--- src/rtl/pcu_pkg.sv ---
package pcu_pkg;

  typedef enum logic [2:0] {
    OP_ADV  = 3'd0,
    OP_JUMP = 3'd1,
    OP_JADD = 3'd2,
    OP_CALL = 3'd3,
    OP_RET  = 3'd4
  } pcuOp_e;

  typedef enum logic [2:0] {
    ST_IDLE,
    ST_PUSH_HI,
    ST_PUSH_LO,
    ST_POP_HI,
    ST_POP_LO
  } pcuState_e;

  // Strobes from the sequencer to the datapath
  typedef struct packed {
    logic advance;   // sequential step
    logic jump;      // absolute jump
    logic jadd;      // relative jump
    logic capture;   // latch return address and call target
    logic memReq;    // stack access this cycle
    logic memWe;     // access is a push
    logic hiWord;    // access concerns the upper-nibble word
    logic wide;      // 20-bit form
    logic popHi;     // latch upper nibble from read data
    logic callDone;  // commit call: load target, lower SP
    logic retDone;   // commit return: load popped PC, raise SP
  } pcuStrobe_t;

endpackage

--- src/rtl/pcu_ctrl.sv ---
module pcu_ctrl
  import pcu_pkg::*;
(
  input  logic       clk,
  input  logic       rst,
  input  logic       opValid,
  input  logic [2:0] opKind,
  input  logic       opLong,
  output pcuStrobe_t strb,
  output logic       busy
);

  pcuState_e state, stateNext;
  logic      wideQ;

  always_ff @(posedge clk) begin
    if (rst) begin
      state <= ST_IDLE;
      wideQ <= 1'b0;
    end else begin
      state <= stateNext;
      if (state == ST_IDLE && opValid) wideQ <= opLong;
    end
  end

  always_comb begin
    strb      = '0;
    stateNext = state;
    strb.wide = (state == ST_IDLE) ? opLong : wideQ;
    unique case (state)
      ST_IDLE: begin
        if (opValid) begin
          case (pcuOp_e'(opKind))
            OP_ADV:  strb.advance = 1'b1;
            OP_JUMP: strb.jump    = 1'b1;
            OP_JADD: strb.jadd    = 1'b1;
            OP_CALL: begin
              strb.capture = 1'b1;
              stateNext    = opLong ? ST_PUSH_HI : ST_PUSH_LO;
            end
            OP_RET:  stateNext = opLong ? ST_POP_HI : ST_POP_LO;
            default: stateNext = ST_IDLE;
          endcase
        end
      end
      ST_PUSH_HI: begin
        strb.memReq = 1'b1;
        strb.memWe  = 1'b1;
        strb.hiWord = 1'b1;
        stateNext   = ST_PUSH_LO;
      end
      ST_PUSH_LO: begin
        strb.memReq   = 1'b1;
        strb.memWe    = 1'b1;
        strb.callDone = 1'b1;
        stateNext     = ST_IDLE;
      end
      ST_POP_HI: begin
        strb.memReq = 1'b1;
        strb.hiWord = 1'b1;
        strb.popHi  = 1'b1;
        stateNext   = ST_POP_LO;
      end
      ST_POP_LO: begin
        strb.memReq  = 1'b1;
        strb.retDone = 1'b1;
        stateNext    = ST_IDLE;
      end
      default: stateNext = ST_IDLE;
    endcase
  end

  assign busy = (state != ST_IDLE);

endmodule

--- src/rtl/pcu_datapath.sv ---
module pcu_datapath
  import pcu_pkg::*;
#(
  parameter int ADDR_W = 20,
  parameter int WORD_W = 16,
  parameter int LEN_W  = 2
) (
  input  logic              clk,
  input  logic              rst,
  input  logic [ADDR_W-1:0] rstVector,
  input  logic [ADDR_W-1:0] rstStack,
  input  logic [LEN_W-1:0]  opLen,
  input  logic [ADDR_W-1:0] opTarget,
  input  pcuStrobe_t        strb,
  input  logic [WORD_W-1:0] memRdata,
  output logic [ADDR_W-1:0] pc,
  output logic [ADDR_W-1:0] sp,
  output logic [ADDR_W-1:0] memAddr,
  output logic [WORD_W-1:0] memWdata
);

  localparam int HI_W = ADDR_W - WORD_W;
  localparam logic [ADDR_W-1:0] STEP_NARROW = ADDR_W'(WORD_W / 8);
  localparam logic [ADDR_W-1:0] STEP_WIDE   = ADDR_W'(2 * (WORD_W / 8));

  logic [ADDR_W-1:0] retAddr, tgtReg;
  logic [HI_W-1:0]   hiNib;
  logic [ADDR_W-1:0] lenBytes, seqPc, jumpPc, addPc, retPc, spStep;
  logic [WORD_W-1:0] sumNarrow;

  function automatic logic [ADDR_W-1:0] evenAlign(input logic [ADDR_W-1:0] a);
    return {a[ADDR_W-1:1], 1'b0};
  endfunction

  function automatic logic [ADDR_W-1:0] narrowPc(input logic [WORD_W-1:0] w);
    return {{HI_W{1'b0}}, w[WORD_W-1:1], 1'b0};
  endfunction

  // Instruction length in bytes: (code + 1) * 2
  assign lenBytes  = ADDR_W'({opLen, 1'b0}) + ADDR_W'(2);
  assign seqPc     = pc + lenBytes;
  assign jumpPc    = strb.wide ? evenAlign(opTarget) : narrowPc(opTarget[WORD_W-1:0]);
  assign sumNarrow = pc[WORD_W-1:0] + opTarget[WORD_W-1:0];
  assign addPc     = strb.wide ? evenAlign(pc + opTarget) : narrowPc(sumNarrow);
  assign retPc     = strb.wide ? {hiNib, memRdata[WORD_W-1:1], 1'b0}
                               : narrowPc(memRdata);
  assign spStep    = strb.wide ? STEP_WIDE : STEP_NARROW;

  // Stack addressing: upper word at the lower address
  always_comb begin
    if (strb.memWe)
      memAddr = strb.hiWord ? (sp - STEP_WIDE) : (sp - STEP_NARROW);
    else if (strb.hiWord || !strb.wide)
      memAddr = sp;
    else
      memAddr = sp + STEP_NARROW;
  end

  assign memWdata = strb.hiWord ? WORD_W'(retAddr[ADDR_W-1:WORD_W])
                                : retAddr[WORD_W-1:0];

  always_ff @(posedge clk) begin
    if (rst) begin
      pc      <= evenAlign(rstVector);
      sp      <= evenAlign(rstStack);
      retAddr <= '0;
      tgtReg  <= '0;
      hiNib   <= '0;
    end else begin
      if (strb.advance) pc <= seqPc;
      if (strb.jump)    pc <= jumpPc;
      if (strb.jadd)    pc <= addPc;
      if (strb.capture) begin
        retAddr <= seqPc;
        tgtReg  <= jumpPc;
      end
      if (strb.popHi) hiNib <= memRdata[HI_W-1:0];
      if (strb.callDone) begin
        pc <= tgtReg;
        sp <= sp - spStep;
      end
      if (strb.retDone) begin
        pc <= retPc;
        sp <= sp + spStep;
      end
    end
  end

endmodule

--- src/rtl/pc_call_unit.sv ---
module pc_call_unit
  import pcu_pkg::*;
#(
  parameter int ADDR_W = 20,
  parameter int WORD_W = 16,
  parameter int LEN_W  = 2
) (
  input  logic              clk,
  input  logic              rst,
  input  logic [ADDR_W-1:0] rstVector,
  input  logic [ADDR_W-1:0] rstStack,
  input  logic              opValid,
  input  logic [2:0]        opKind,
  input  logic              opLong,
  input  logic [LEN_W-1:0]  opLen,
  input  logic [ADDR_W-1:0] opTarget,
  output logic              busy,
  output logic [ADDR_W-1:0] pc,
  output logic [ADDR_W-1:0] sp,
  output logic              memReq,
  output logic              memWe,
  output logic [ADDR_W-1:0] memAddr,
  output logic [WORD_W-1:0] memWdata,
  input  logic [WORD_W-1:0] memRdata
);

  pcuStrobe_t strb;

  pcu_ctrl uCtrl (
    .clk     (clk),
    .rst     (rst),
    .opValid (opValid),
    .opKind  (opKind),
    .opLong  (opLong),
    .strb    (strb),
    .busy    (busy)
  );

  pcu_datapath #(
    .ADDR_W (ADDR_W),
    .WORD_W (WORD_W),
    .LEN_W  (LEN_W)
  ) uPath (
    .clk       (clk),
    .rst       (rst),
    .rstVector (rstVector),
    .rstStack  (rstStack),
    .opLen     (opLen),
    .opTarget  (opTarget),
    .strb      (strb),
    .memRdata  (memRdata),
    .pc        (pc),
    .sp        (sp),
    .memAddr   (memAddr),
    .memWdata  (memWdata)
  );

  assign memReq = strb.memReq;
  assign memWe  = strb.memWe;

endmodule

--- config.mk ---
export PLATFORM = sky130hd
export DESIGN_NAME = pc_call_unit
export DESIGN_NICKNAME = d
export VERILOG_FILES = /design/src/rtl/pcu_pkg.sv /design/src/rtl/pcu_ctrl.sv /design/src/rtl/pcu_datapath.sv /design/src/rtl/pc_call_unit.sv
export SDC_FILE = /design/constraint.sdc
export NUM_CORES = 1
export LEC_CHECK = 0
export BUFFER_PORTS_ARGS = -buffer_cell sky130_fd_sc_hd__buf_4
export CORE_ASPECT_RATIO = 0.7
export CORE_MARGIN = 1
export CORE_UTILIZATION = 61
export CTS_BUF_LIST = sky130_fd_sc_hd__clkbuf_4
export CTS_CLUSTER_DIAMETER = 120
export DETAILED_ROUTE_END_ITERATION = 12
export PLACE_DENSITY_LB_ADDON = 0.05
export SLEW_MARGIN = 5
export SYNTH_ARGS = -nofsm -noshare
export SYNTH_HDL_FRONTEND = slang
export SYNTH_HIERARCHICAL = 1
export SYNTH_SLANG_ARGS = --single-unit
--- constraint.sdc ---
create_clock -name clk -period 10.35 [get_ports clk]
set_input_delay 0.5175 -clock clk [delete_from_list [all_inputs] [get_ports clk]]
set_output_delay 0.5175 -clock clk [all_outputs]
set_load 0.1 [all_outputs]
==> results of run 1 <==
==> power by group <==
part | internal (W) | leakage (nW) | switching (W)
sequential | 0.000388 | 0.769 | 0.0000468
combinational | 0.000203 | 2.68 | 0.000472
clock | 0.0000768 | 0.0827 | 0.000132
total | 0.000668 | 3.54 | 0.000652
==> through the flow <==
stage,std cells,power (W),utilization
after floorplan,873,0.000944,-
after global placement,1146,0.00109,0.753
after detailed placement,1146,0.00110,0.753
after CTS,1162,0.00131,0.766
after global routing,1162,0.00138,0.766
final,1162,0.00132,0.766
==> worst reg2reg max path, delay by kind of cell (launching register included) <==
kind                     cells  cell delay [ns]
multiplexers                 1             0.25
buffers and inverters        2             0.43
flip-flops                   1             0.47
AO/OA/AOI/OAI                6             1.47
AND/OR/NAND/NOR              2             0.51
adder cells (fa/ha/maj)      2             0.67
XOR/XNOR                     1             0.15
==> cell type report <==
class	count	area, sq um
Multi-Input combinational cell	710	4830
Clock inverter	7	78.8
Fill cell	919	2650
Inverter	28	105
Timing Repair Buffer	169	1270
Clock buffer	9	67.6
Sequential cell	86	2100
Tap cell	153	191
==> kinds of logic after synthesis <==
| logic type | count (synthesis) | synth area share |
|---|---|---|
| and+or+nand+nor | 317 | 0.225 |
| AOI/OAI and AO/OA | 235 | 0.211 |
| DFF | 86 | 0.290 |
| buffers and inverters | 77 | 0.0477 |
| xor gates and xnor gates | 64 | 0.0773 |
| adders and majority gates | 48 | 0.0860 |
| muxes | 44 | 0.0625 |
| other | 1 | 0.000517 |
==> sequential cells by signal, summed over array words and instances (netlist names) <==
name	count
uCtrl/state	3
uPath/pc	20
uPath/sp	19
uPath/tgtReg	19
uPath/retAddr	20
uCtrl/wideQ	1
uPath/hiNib	4
==> per-layer routing <==
layer	part of all wire	GRT usage
met1	0.46	0.531
met2	0.41	0.488
met3	0.12	0.0699
met4	0.013	0.0881
met5	0	0
==> final timing paths <==
check / from / end / slack [ns] / cells past startpoint
worst max-delay path: uCtrl/state[0]$_SDFFE_PP0P_ / memAddr[17] / 5.99 / 12
worst min-delay path: opTarget[13] / uPath/tgtReg[13]$_SDFFE_PP0P_ / 0.30 / 3
worst max register to register: uCtrl/state[0]$_SDFFE_PP0P_ / uPath/sp[17]$_DFFE_PP_ / 6.18 / 14
worst min register to register: uPath/tgtReg[16]$_SDFFE_PP0P_ / uPath/tgtReg[16]$_SDFFE_PP0P_ / 0.48 / 2
==> cell usage after synthesis, drive strengths merged (5+ instances only) <==
master  number  area share
nor2        95       0.049
nand2       75       0.039
a21oi       64       0.045
o21ai       56       0.039
dfxtp       48        0.13
ha          45       0.078
xnor2       41       0.050
edfxtp      38        0.16
mux2i       34       0.047
nor3        30       0.024
clkbuf      28       0.017
inv         27       0.014
nand3       26       0.018
xor2        23       0.028
buf         21       0.016
nor2b       20       0.017
a211oi      16       0.017
a21o        14       0.015
nand4       12       0.012
o21a        12       0.012
o21bai      11       0.011
mux2        10       0.016
or3         10      0.0086
nor3b        9       0.011
a31oi        8      0.0069
o211ai       7      0.0073
a22oi        6      0.0062
nand3b       6      0.0079
and3         5      0.0043
o31ai        5      0.0052
==> results.txt, run 1 <==
Number of nets still failing antenna checks after routing = 0
Growth of design area from synthesis to finish = 19.3%
Delay-heaviest family, CP = simple AND/OR/NAND/NOR gates
Clock buffers created by TritonCTS = 9
H-tree depth = 3
Most used cells in the layout excluding fill and tap cells = sky130_fd_sc_hd__buf_4, sky130_fd_sc_hd__nor2_1, sky130_fd_sc_hd__nand2_1, sky130_fd_sc_hd__a21oi_1, sky130_fd_sc_hd__o21ai_0
Max_slew headroom = 0.244
Setup crit end kind = output port
Share of final-layout standard cells stronger than drive strength 1 = 0.213
Slowest cell on the critical path = sky130_fd_sc_hd__dfxtp_1
DRC marker count from the first detailed-route iteration = 859
Root buffer selected by CTS = sky130_fd_sc_hd__clkbuf_4
Die Y = 93.2 microns
Worst voltage drop across the vdd grid = 137 uV
Crit path buf inv count = 2
Crit-path max cell delay = 0.47 ns
Boundary pin count = 164
Number of optimization iterations in the first detailed-route pass = 6
P_leak = 3.54 nW
Num rows = 32
Setup repair after global routing missed its margin = false
Die Width = 132 microns
Number of nets in the finished design = 1137
Die area = 0.0123 sq mm
Maximum number of pins on one net before global-route repair = 88
DR vias/cell = 6.26
Weighted congestion reported at the end of routability-driven placement = 0.969
Crit Path Category = reg2out
Maxcap violations = 0
Final setup violation count = 0
Fraction of the cycle the final worst path needs = 0.421
Clock Path Buffers = 2
Average size of a mapped cell = 8.31 sq um
Post-layout instance area = 0.00864 sq mm
Areal power density over the cells = 153 mW/mm^2
Post CTS Setup Buffer Count = 0
Starting density of the core = 0.642
Category of the worst setup path launch point = flip-flop
Count of flip-flops with a built-in enable after synthesis = 38
Clock transition at the register clock pins on the worst setup and hold paths after CTS = 0.16 ns
Total core area = 0.0113 sq mm
Number of max-slew violations in the final report = 0
Final hold slack = 0.298 ns
Via count of the routed design = 7271
CTS sink count = 86
Final number of hold-violating endpoints = 0
Final worst path period need = 4.36 ns
Final routed wire length divided by cell count = 18.5 microns
Predominant post-synthesis flop cell = sky130_fd_sc_hd__dfxtp_1
Highest net fanout along the worst path = 19
Cells after Synth = 872
Total Routing Usage GR = 0.347
TritonCTS clock tree = done
Netlist area before placement = 0.00725 sq mm
Overflow left after global routing = 0
Worst slack at placement = 6.30 ns
Number of design rule violations left after detail routing = 0
Top achievable clock speed = 230 MHz
Status = complete, no violations
Measured slew at the worst slew-check pin = 1.13 ns
Antenna violations before repair = 0
Critical path required time = 9.83 ns
Async S/R FF share, synth = 0
Vias in the first global route = 6191
Clock Latency Late Sink = 0.48 ns
Count of input and output buffers = 159
Cells traversed along the worst timing path = nor3_4 > nand2_1 > o21ai_1 > buf_4 > nor2b_1 > nand2_1 > nor2_1 > nand4_1 > nor4_1 > a32oi_1 > xnor2_1 > buf_4
Wire length of the first global-routing pass = 33200 microns
Synthesis Warnings = 6
Distinct cell type count of the synthesized netlist = 88
Final Worst Setup Slack = 5.99 ns
CTS Hold Buffers Added = 0
Synth Register Bits = 86
Setup total negative slack = 0 ns
Crit path DAT = 3.84 ns
Cell area after placement = 0.00850 sq mm
Detailed placer's ending HPWL = 15900 microns
Total inserted antenna cells = 0
Worst Hold Class = in2reg
Seq/Total Area, Yosys = 0.290
Fin Clk Skew = 0.0161 ns
Routed wire length = 21500 microns
Most common cell after layout, fill and taps aside = sky130_fd_sc_hd__buf_4
Number of gates resized after CTS = 0
Power figures use the tool's default switching activity.
==> inputs of run 2 (changes only) <==
--- a/config.mk
+++ b/config.mk
@@ -8,7 +8,7 @@
 export BUFFER_PORTS_ARGS = -buffer_cell sky130_fd_sc_hd__buf_4
 export CORE_ASPECT_RATIO = 0.7
 export CORE_MARGIN = 1
-export CORE_UTILIZATION = 61
+export CORE_UTILIZATION = 57
 export CTS_BUF_LIST = sky130_fd_sc_hd__clkbuf_4
 export CTS_CLUSTER_DIAMETER = 120
 export DETAILED_ROUTE_END_ITERATION = 12
==> constraint.sdc (replaced) <==
create_clock -name clk -period 4.1 [get_ports clk]
set_input_delay 0.205 -clock clk [delete_from_list [all_inputs] [get_ports clk]]
set_output_delay 0.205 -clock clk [all_outputs]
set_load 0.1 [all_outputs]
==> run 2 against run 1 <==
Compared with the run above: wire length rose by 2.9%; die area up 6.9%; total power increased to 2.6 times the previous value; via count rose by 1.5%; final cell count is 3.7% higher; count of clock-buffer cells in the layout did not move.
==> results.txt, run 2 (synthesized netlist as in run 1, its figures left out) <==
Areal power density over the cells = 375 mW/mm^2 (+150%)
Highest net fanout along the worst path = 10 (-9)
Share of final-layout standard cells stronger than drive strength 1 = 0.221 (+0.00744)
Clock Latency Late Sink = 0.47 ns (about the same)
Worst voltage drop across the vdd grid = 282 uV (+110%)
Total inserted antenna cells = 0 (unchanged)
Maximum number of pins on one net before global-route repair = 93 (+5.7%)
Num rows = 34 (+6.3%)
Number of nets in the finished design = 1171 (+3.0%)
Antenna violations before repair = 0 (unchanged)
Setup crit end kind = flip-flop
Cells traversed along the worst timing path = nor3_4 > nand2_1 > o21ai_1 > inv_1 > ha_1 > fa_1 > a211oi_1 > o21bai_1 > a31o_2 > a41oi_1 > a21oi_1 > xnor2_1 > mux2_2
Clock transition at the register clock pins on the worst setup and hold paths after CTS = 0.16 ns (about the same)
H-tree depth = 3 (unchanged)
CTS sink count = 86 (unchanged)
Setup total negative slack = 0 ns (unchanged)
Cell area after placement = 0.00859 sq mm (+1.0%)
Number of max-slew violations in the final report = 0 (unchanged)
Wire length of the first global-routing pass = 33400 microns (+0.68%)
Root buffer selected by CTS = sky130_fd_sc_hd__clkbuf_4
Clock buffers created by TritonCTS = 9 (unchanged)
Via count of the routed design = 7380 (+1.5%)
Die Width = 137 microns (+3.4%)
Top achievable clock speed = 260 MHz
Number of design rule violations left after detail routing = 0 (unchanged)
DRC marker count from the first detailed-route iteration = 870 (+1.3%)
Count of input and output buffers = 159 (unchanged)
Final setup violation count = 0 (unchanged)
Clock Path Buffers = 2 (unchanged)
Fin Clk Skew = 0.0241 ns (+0.00808 ns)
Die area = 0.0132 sq mm (+6.9%)
Growth of design area from synthesis to finish = 24.4%
Reg-to-reg critical path startpoint = uCtrl/state[1]$_SDFFE_PP0P_
Status = complete, no violations
Most used cells in the layout excluding fill and tap cells = sky130_fd_sc_hd__buf_4, sky130_fd_sc_hd__nor2_1, sky130_fd_sc_hd__nand2_1, sky130_fd_sc_hd__a21oi_1, sky130_fd_sc_hd__o21ai_0
Slowest cell on the critical path = sky130_fd_sc_hd__dfxtp_1
Detailed placer's ending HPWL = 16300 microns (+2.7%)
Crit path buf inv count = 1 (-1)
Worst setup path startpoint = uCtrl/state[1]$_SDFFE_PP0P_
Total core area = 0.0124 sq mm (+10%)
Number of optimization iterations in the first detailed-route pass = 5 (-1)
Crit path DAT = 4.08 ns (+0.24 ns)
Routed wire length = 22100 microns (+2.9%)
Vias in the first global route = 6168 (-0.37%)
Final routed wire length divided by cell count = 18.4 microns (-0.76%)
P_leak = 3.70 nW (+4.7%)
Setup repair after global routing missed its margin = false
TritonCTS clock tree = done
Final worst path period need = 3.84 ns
Weighted congestion reported at the end of routability-driven placement = 0.992 (+2.3%)
Number of nets still failing antenna checks after routing = 0 (unchanged)
Worst Hold Class = in2reg
Boundary pin count = 164 (unchanged)
Fraction of the cycle the final worst path needs = 0.937
Max_slew headroom = 0.398 (+0.154)
Category of the worst setup path launch point = flip-flop
Maxcap violations = 0 (unchanged)
Critical path required time = 4.34 ns (-5.49 ns)
DR vias/cell = 6.12 (-2.1%)
Die Y = 96.3 microns (+3.4%)
Starting density of the core = 0.583 (-0.0584)
Crit Path Category = reg2reg
Final number of hold-violating endpoints = 0 (unchanged)
Most common cell after layout, fill and taps aside = sky130_fd_sc_hd__buf_4
Delay-heaviest family, CP = compound AO/OA/AOI/OAI gates
Total Routing Usage GR = 0.335 (-0.0116)
Largest registers = uPath/pc (20), uPath/retAddr (20)
Measured slew at the worst slew-check pin = 0.903 ns (-0.229 ns)
Post-layout instance area = 0.00901 sq mm (+4.3%)
Worst min-delay path startpoint = opTarget[7]
Crit-path max cell delay = 0.46 ns (about the same)
Overflow left after global routing = 0 (unchanged)
==> run 2: cell types whose count changed in the layout (fill, tap and decap cells not counted), moves of 3 or more <==
cell / change
sky130_fd_sc_hd__dlygate4sd3_1: +26
sky130_fd_sc_hd__buf_4: +8
sky130_fd_sc_hd__xnor2_1: -3
sky130_fd_sc_hd__xnor2_2: +3
==> run 2: routing by layer <==
| metal | wire length (microns) | global-route usage | up-vias |
|---|---|---|---|
| met5 | 0 | 0 | - |
| met4 | 205 | 0.0678 | 0 |
| met3 | 2510 | 0.0769 | 22 |
| met2 | 8820 | 0.444 | 419 |
| met1 | 10600 | 0.534 | 3421 |
| li1 | - | - | 3518 |
==> run 2: path summary, 6_finish.rpt <==
check | slack (ns) | cells past startpoint | endpoint
setup reg to reg | 0.26 | 13 | uPath/sp[17]$_DFFE_PP_
setup / recovery | 0.26 | 13 | uPath/sp[17]$_DFFE_PP_
hold reg to reg | 0.47 | 2 | uPath/retAddr[9]$_SDFFE_PP0P_
hold / removal | 0.02 | 3 | uPath/tgtReg[7]$_SDFFE_PP0P_
==> run 2: final cells by class <==
cell class	count	area, sq um
inverter	28	105
clock inverter	7	78.8
multi-input combinational	710	4870
fill	998	3410
sequential	86	2100
timing repair buffer	203	1590
tap	162	203
clock buffer	9	67.6
==> run 2: report_power, final <==
group / internal, W / switching, W / total [W]
sequential: 0.000980 / 0.000119 / 0.00110
clock: 0.000194 / 0.000350 / 0.000544
combinational: 0.000537 / 0.00120 / 0.00174
total: 0.00171 / 0.00167 / 0.00338
==> run 2: repair_timing <==
item / CTS / global route
setup buffers: 0 / 1
endpoints found under the hold margin: 26 / 0
setup endpoints to repair: 0 / 4
hold buffers: 26 / 0
gates resized for setup: 0 / 3
==> run 2: worst min-delay path: stages <==
cell	delay, ns
sky130_fd_sc_hd__buf_4	0.11
sky130_fd_sc_hd__mux2i_1	0.07
sky130_fd_sc_hd__nor2_1	0.08
==> run 2: per-stage QoR <==
stage | utilization | cells | hold slack [ns] | power, W | setup WS [ns]
floorplan | - | 873 | 0.274 | 0.00239 | 0.0290
global placement | 0.691 | 1162 | 0.440 | 0.00277 | 0.470
detailed placement | 0.691 | 1162 | 0.453 | 0.00280 | 0.368
CTS | 0.724 | 1204 | 0.0000434 | 0.00335 | 0.171
global route | 0.726 | 1205 | 0.000636 | 0.00353 | 0.0333
finish | 0.726 | 1205 | 0.0192 | 0.00338 | 0.260
==> inputs of run 3 (changes only) <==
--- a/config.mk
+++ b/config.mk
@@ -13,6 +13,7 @@
 export CTS_CLUSTER_DIAMETER = 120
 export DETAILED_ROUTE_END_ITERATION = 12
 export PLACE_DENSITY_LB_ADDON = 0.05
+export RECOVER_POWER = 100
 export SLEW_MARGIN = 5
 export SYNTH_ARGS = -nofsm -noshare
 export SYNTH_HDL_FRONTEND = slang
==> run 3 against run 2 <==
Compared with the run above: via count shrank 0.76%; register-to-register slack hardly changed; non-clock buffer count unchanged; largest power group unchanged; worst hold slack worse by 0.0075 ns; global-route usage is the same; the run now ends with max-capacitance violations, max-slew violations left; sequential power hardly changed; wire length decreased by 0.10%.
==> results.txt, run 3 (synthesized netlist as in run 1, its figures left out) <==
Measured slew at the worst slew-check pin = 2.49 ns (+1.59 ns)
Number of design rule violations left after detail routing = 0 (unchanged)
Crit Path Category = reg2reg
Clock Latency Late Sink = 0.47 ns (about the same)
Highest net fanout along the worst path = 42 (+32)
Boundary pin count = 164 (unchanged)
Layout fillers = 1108 (+11%)
Net load switching power = 0.00166 W (-0.35%)
Num rows = 34 (unchanged)
Clock Path Buffers = 2 (unchanged)
CTS sink count = 86 (unchanged)
Final Util = 0.702 (-0.0234)
Starting density of the core = 0.583 (unchanged)
Cells traversed along the worst timing path = nor3_4 > clkbuf_1 > nand3b_4 > nor2_1 > clkbuf_1 > mux2i_1 > nor2_1
Detailed placer's ending HPWL = 16300 microns (unchanged)
Final number of hold-violating endpoints = 0 (unchanged)
Setup crit end kind = flip-flop
Die area = 0.0132 sq mm (unchanged)
Number of max-slew violations in the final report = 136 (+136)
Min-Delay Path Depth = 3 (unchanged)
Die Width = 137 microns (unchanged)
Root buffer selected by CTS = sky130_fd_sc_hd__clkbuf_4
Fin Clk Skew = 0.0275 ns (+0.00334 ns)
Final routed wire length divided by cell count = 18.4 microns (-0.10%)
Antenna violations before repair = 0 (unchanged)
Die Y = 96.3 microns (unchanged)
Growth of design area from synthesis to finish = 20.4%
Wire length of the first global-routing pass = 33400 microns (unchanged)
Final hold slack = 0.0117 ns (-0.00750 ns)
Sequential share of power = 0.331 (+0.006)
Critical path destination = uPath/tgtReg[15]$_SDFFE_PP0P_
Status = complete, but fails checks
Clock transition at the register clock pins on the worst setup and hold paths after CTS = 0.16 ns (about the same)
Switching Share = 0.502 (+0.00844)
Number of nets in the finished design = 1171 (unchanged)
Reg-to-reg endpoint = uPath/tgtReg[15]$_SDFFE_PP0P_
Worst setup path startpoint = uCtrl/state[1]$_SDFFE_PP0P_
TritonCTS clock tree = done
Area occupied by multi-input gates = 0.00485 sq mm (-0.39%)
DR vias/cell = 6.08 (-0.76%)
Number of optimization iterations in the first detailed-route pass = 5 (unchanged)
Max_slew headroom = -0.661 (-1.06)
Fraction of power consumed by the clock network = 0.164 (+0.003)
Crit path DAT = 4.14 ns (+0.06 ns)
R2R cell count = 7 (-6)
Final Worst Setup Slack = 0.248 ns (-0.0117 ns)
Count of input and output buffers = 159 (unchanged)
Largest registers = uPath/pc (20), uPath/retAddr (20)
Crit-path max cell delay = 1.81 ns (+1.35 ns)
Final setup violation count = 0 (unchanged)
Total core area = 0.0124 sq mm (unchanged)
Maximum number of pins on one net before global-route repair = 93 (unchanged)
Internal power summed over all cells = 0.00165 W (-3.7%)
Register area = 0.00210 sq mm (unchanged)
Number of nets still failing antenna checks after routing = 0 (unchanged)
Reg-to-reg critical path startpoint = uCtrl/state[1]$_SDFFE_PP0P_
Violated checks = max-capacitance violations, max-slew violations
Worst voltage drop across the vdd grid = 275 uV (-2.7%)
Final worst path period need = 3.85 ns (+0.0117 ns)
Worst slack at placement = 0.368 ns (unchanged)
Worst Hold Class = in2reg
Total inserted antenna cells = 0 (unchanged)
Critical path required time = 4.39 ns (+0.05 ns)
Category of the worst setup path launch point = flip-flop
Slowest cell on the critical path = sky130_fd_sc_hd__clkbuf_1
Clock buffers created by TritonCTS = 9 (unchanged)
Combinational share of power = 0.505 (-0.009)
P_leak = 3.45 nW (-6.9%)
DRC marker count from the first detailed-route iteration = 852 (-2.1%)
Share of final-layout standard cells stronger than drive strength 1 = 0.155 (-0.0652)
H-tree depth = 3 (unchanged)
Worst R2R Setup Slack = 0.25 ns (about the same)
Via count of the routed design = 7324 (-0.76%)
Most used cells in the layout excluding fill and tap cells = sky130_fd_sc_hd__buf_4, sky130_fd_sc_hd__nor2_1, sky130_fd_sc_hd__nand2_1, sky130_fd_sc_hd__a21oi_1, sky130_fd_sc_hd__clkbuf_1
Overflow left after global routing = 0 (unchanged)
Total Routing Usage GR = 0.335 (unchanged)
Areal power density over the cells = 379 mW/mm^2 (+1.2%)
Setup total negative slack = 0 ns (unchanged)
Vias in the first global route = 6168 (unchanged)
Weighted congestion reported at the end of routability-driven placement = 0.992 (unchanged)
Setup repair after global routing missed its margin = false
Routed wire length = 22100 microns (-0.10%)
Maxcap violations = 2 (+2)
Most common cell after layout, fill and taps aside = sky130_fd_sc_hd__buf_4
Top achievable clock speed = 260 MHz (-0.30%)
Fraction of the cycle the final worst path needs = 0.939 (+0.00285)
run 3: cell types whose count changed in the layout (fill, tap and decap cells not counted), moves of 4 or more:
cell,previous run,this run
sky130_fd_sc_hd__buf_4,177,96
sky130_fd_sc_hd__clkbuf_1,0,63
sky130_fd_sc_hd__clkbuf_2,0,13
sky130_fd_sc_hd__clkbuf_4,9,13
run 3: worst max-delay path, delay by kind of cell, from the launching register on:
family	cells	cell delay (ns)
buf+inv	2	2.07
flops	1	0.46
mux	1	0.37
simple gates	4	0.74
run 3: area by class of cell:
class | instances | area share
repair buffers | 203 | 0.151
flip-flops and latches | 86 | 0.241
clock inverters | 7 | 0.00903
well taps | 162 | 0.0232
multi-input cells | 710 | 0.556
inverters | 28 | 0.0120
clock buffers | 9 | 0.00774
run 3: metal layers:
layer | vias to the layer above | global-route usage | part of all wire
met1 | 3364 | 0.534 | 0.48
met4 | 0 | 0.0678 | 0.010
li1 | 3515 | - | -
met2 | 419 | 0.444 | 0.40
met3 | 26 | 0.0769 | 0.12
met5 | - | 0 | 0
run 3: timing repair:
item                                   CTS  global route
buffers inserted                         0             1
resized for setup                        0             3
hold buffers                            26             0
endpoints found under the hold margin   26             0
setup endpoints to repair                0             4
run 3: worst min path at each step:
stage / from / end / slack [ns]
2_1_floorplan: rst / uCtrl/wideQ$_SDFFE_PP0P_ / 0.27
3_3_place_gp: memRdata[0] / uPath/hiNib[0]$_SDFFE_PP0P_ / 0.44
3_5_place_dp: uPath/retAddr[9]$_SDFFE_PP0P_ / uPath/retAddr[9]$_SDFFE_PP0P_ / 0.45
4_1_cts: opTarget[8] / uPath/tgtReg[8]$_SDFFE_PP0P_ / 0.00004
5_1_grt: opTarget[7] / uPath/tgtReg[7]$_SDFFE_PP0P_ / 0.0006
6_report: opTarget[8] / uPath/tgtReg[8]$_SDFFE_PP0P_ / 0.01
run 3: power by group through the flow:
stage / clock network, W / registers [W] / logic [W]
floorplan: 0 / 0.00144 / 0.000952
global placement: 0 / 0.00111 / 0.00166
finish: 0.000542 / 0.00110 / 0.00167
CTS: 0.000546 / 0.00109 / 0.00171
detailed placement: 0 / 0.00111 / 0.00168
global route: 0.000584 / 0.00111 / 0.00177
run 3: stage by stage:
stage                     instance area (sq um)  power (W)  std cells
after floorplan                            7280    0.00239        873
after global placement                     8590    0.00277       1162
after detailed placement                   8590    0.00280       1162
after CTS                                  8990    0.00335       1204
after global routing                       8720    0.00346       1205
final                                      8720    0.00331       1205
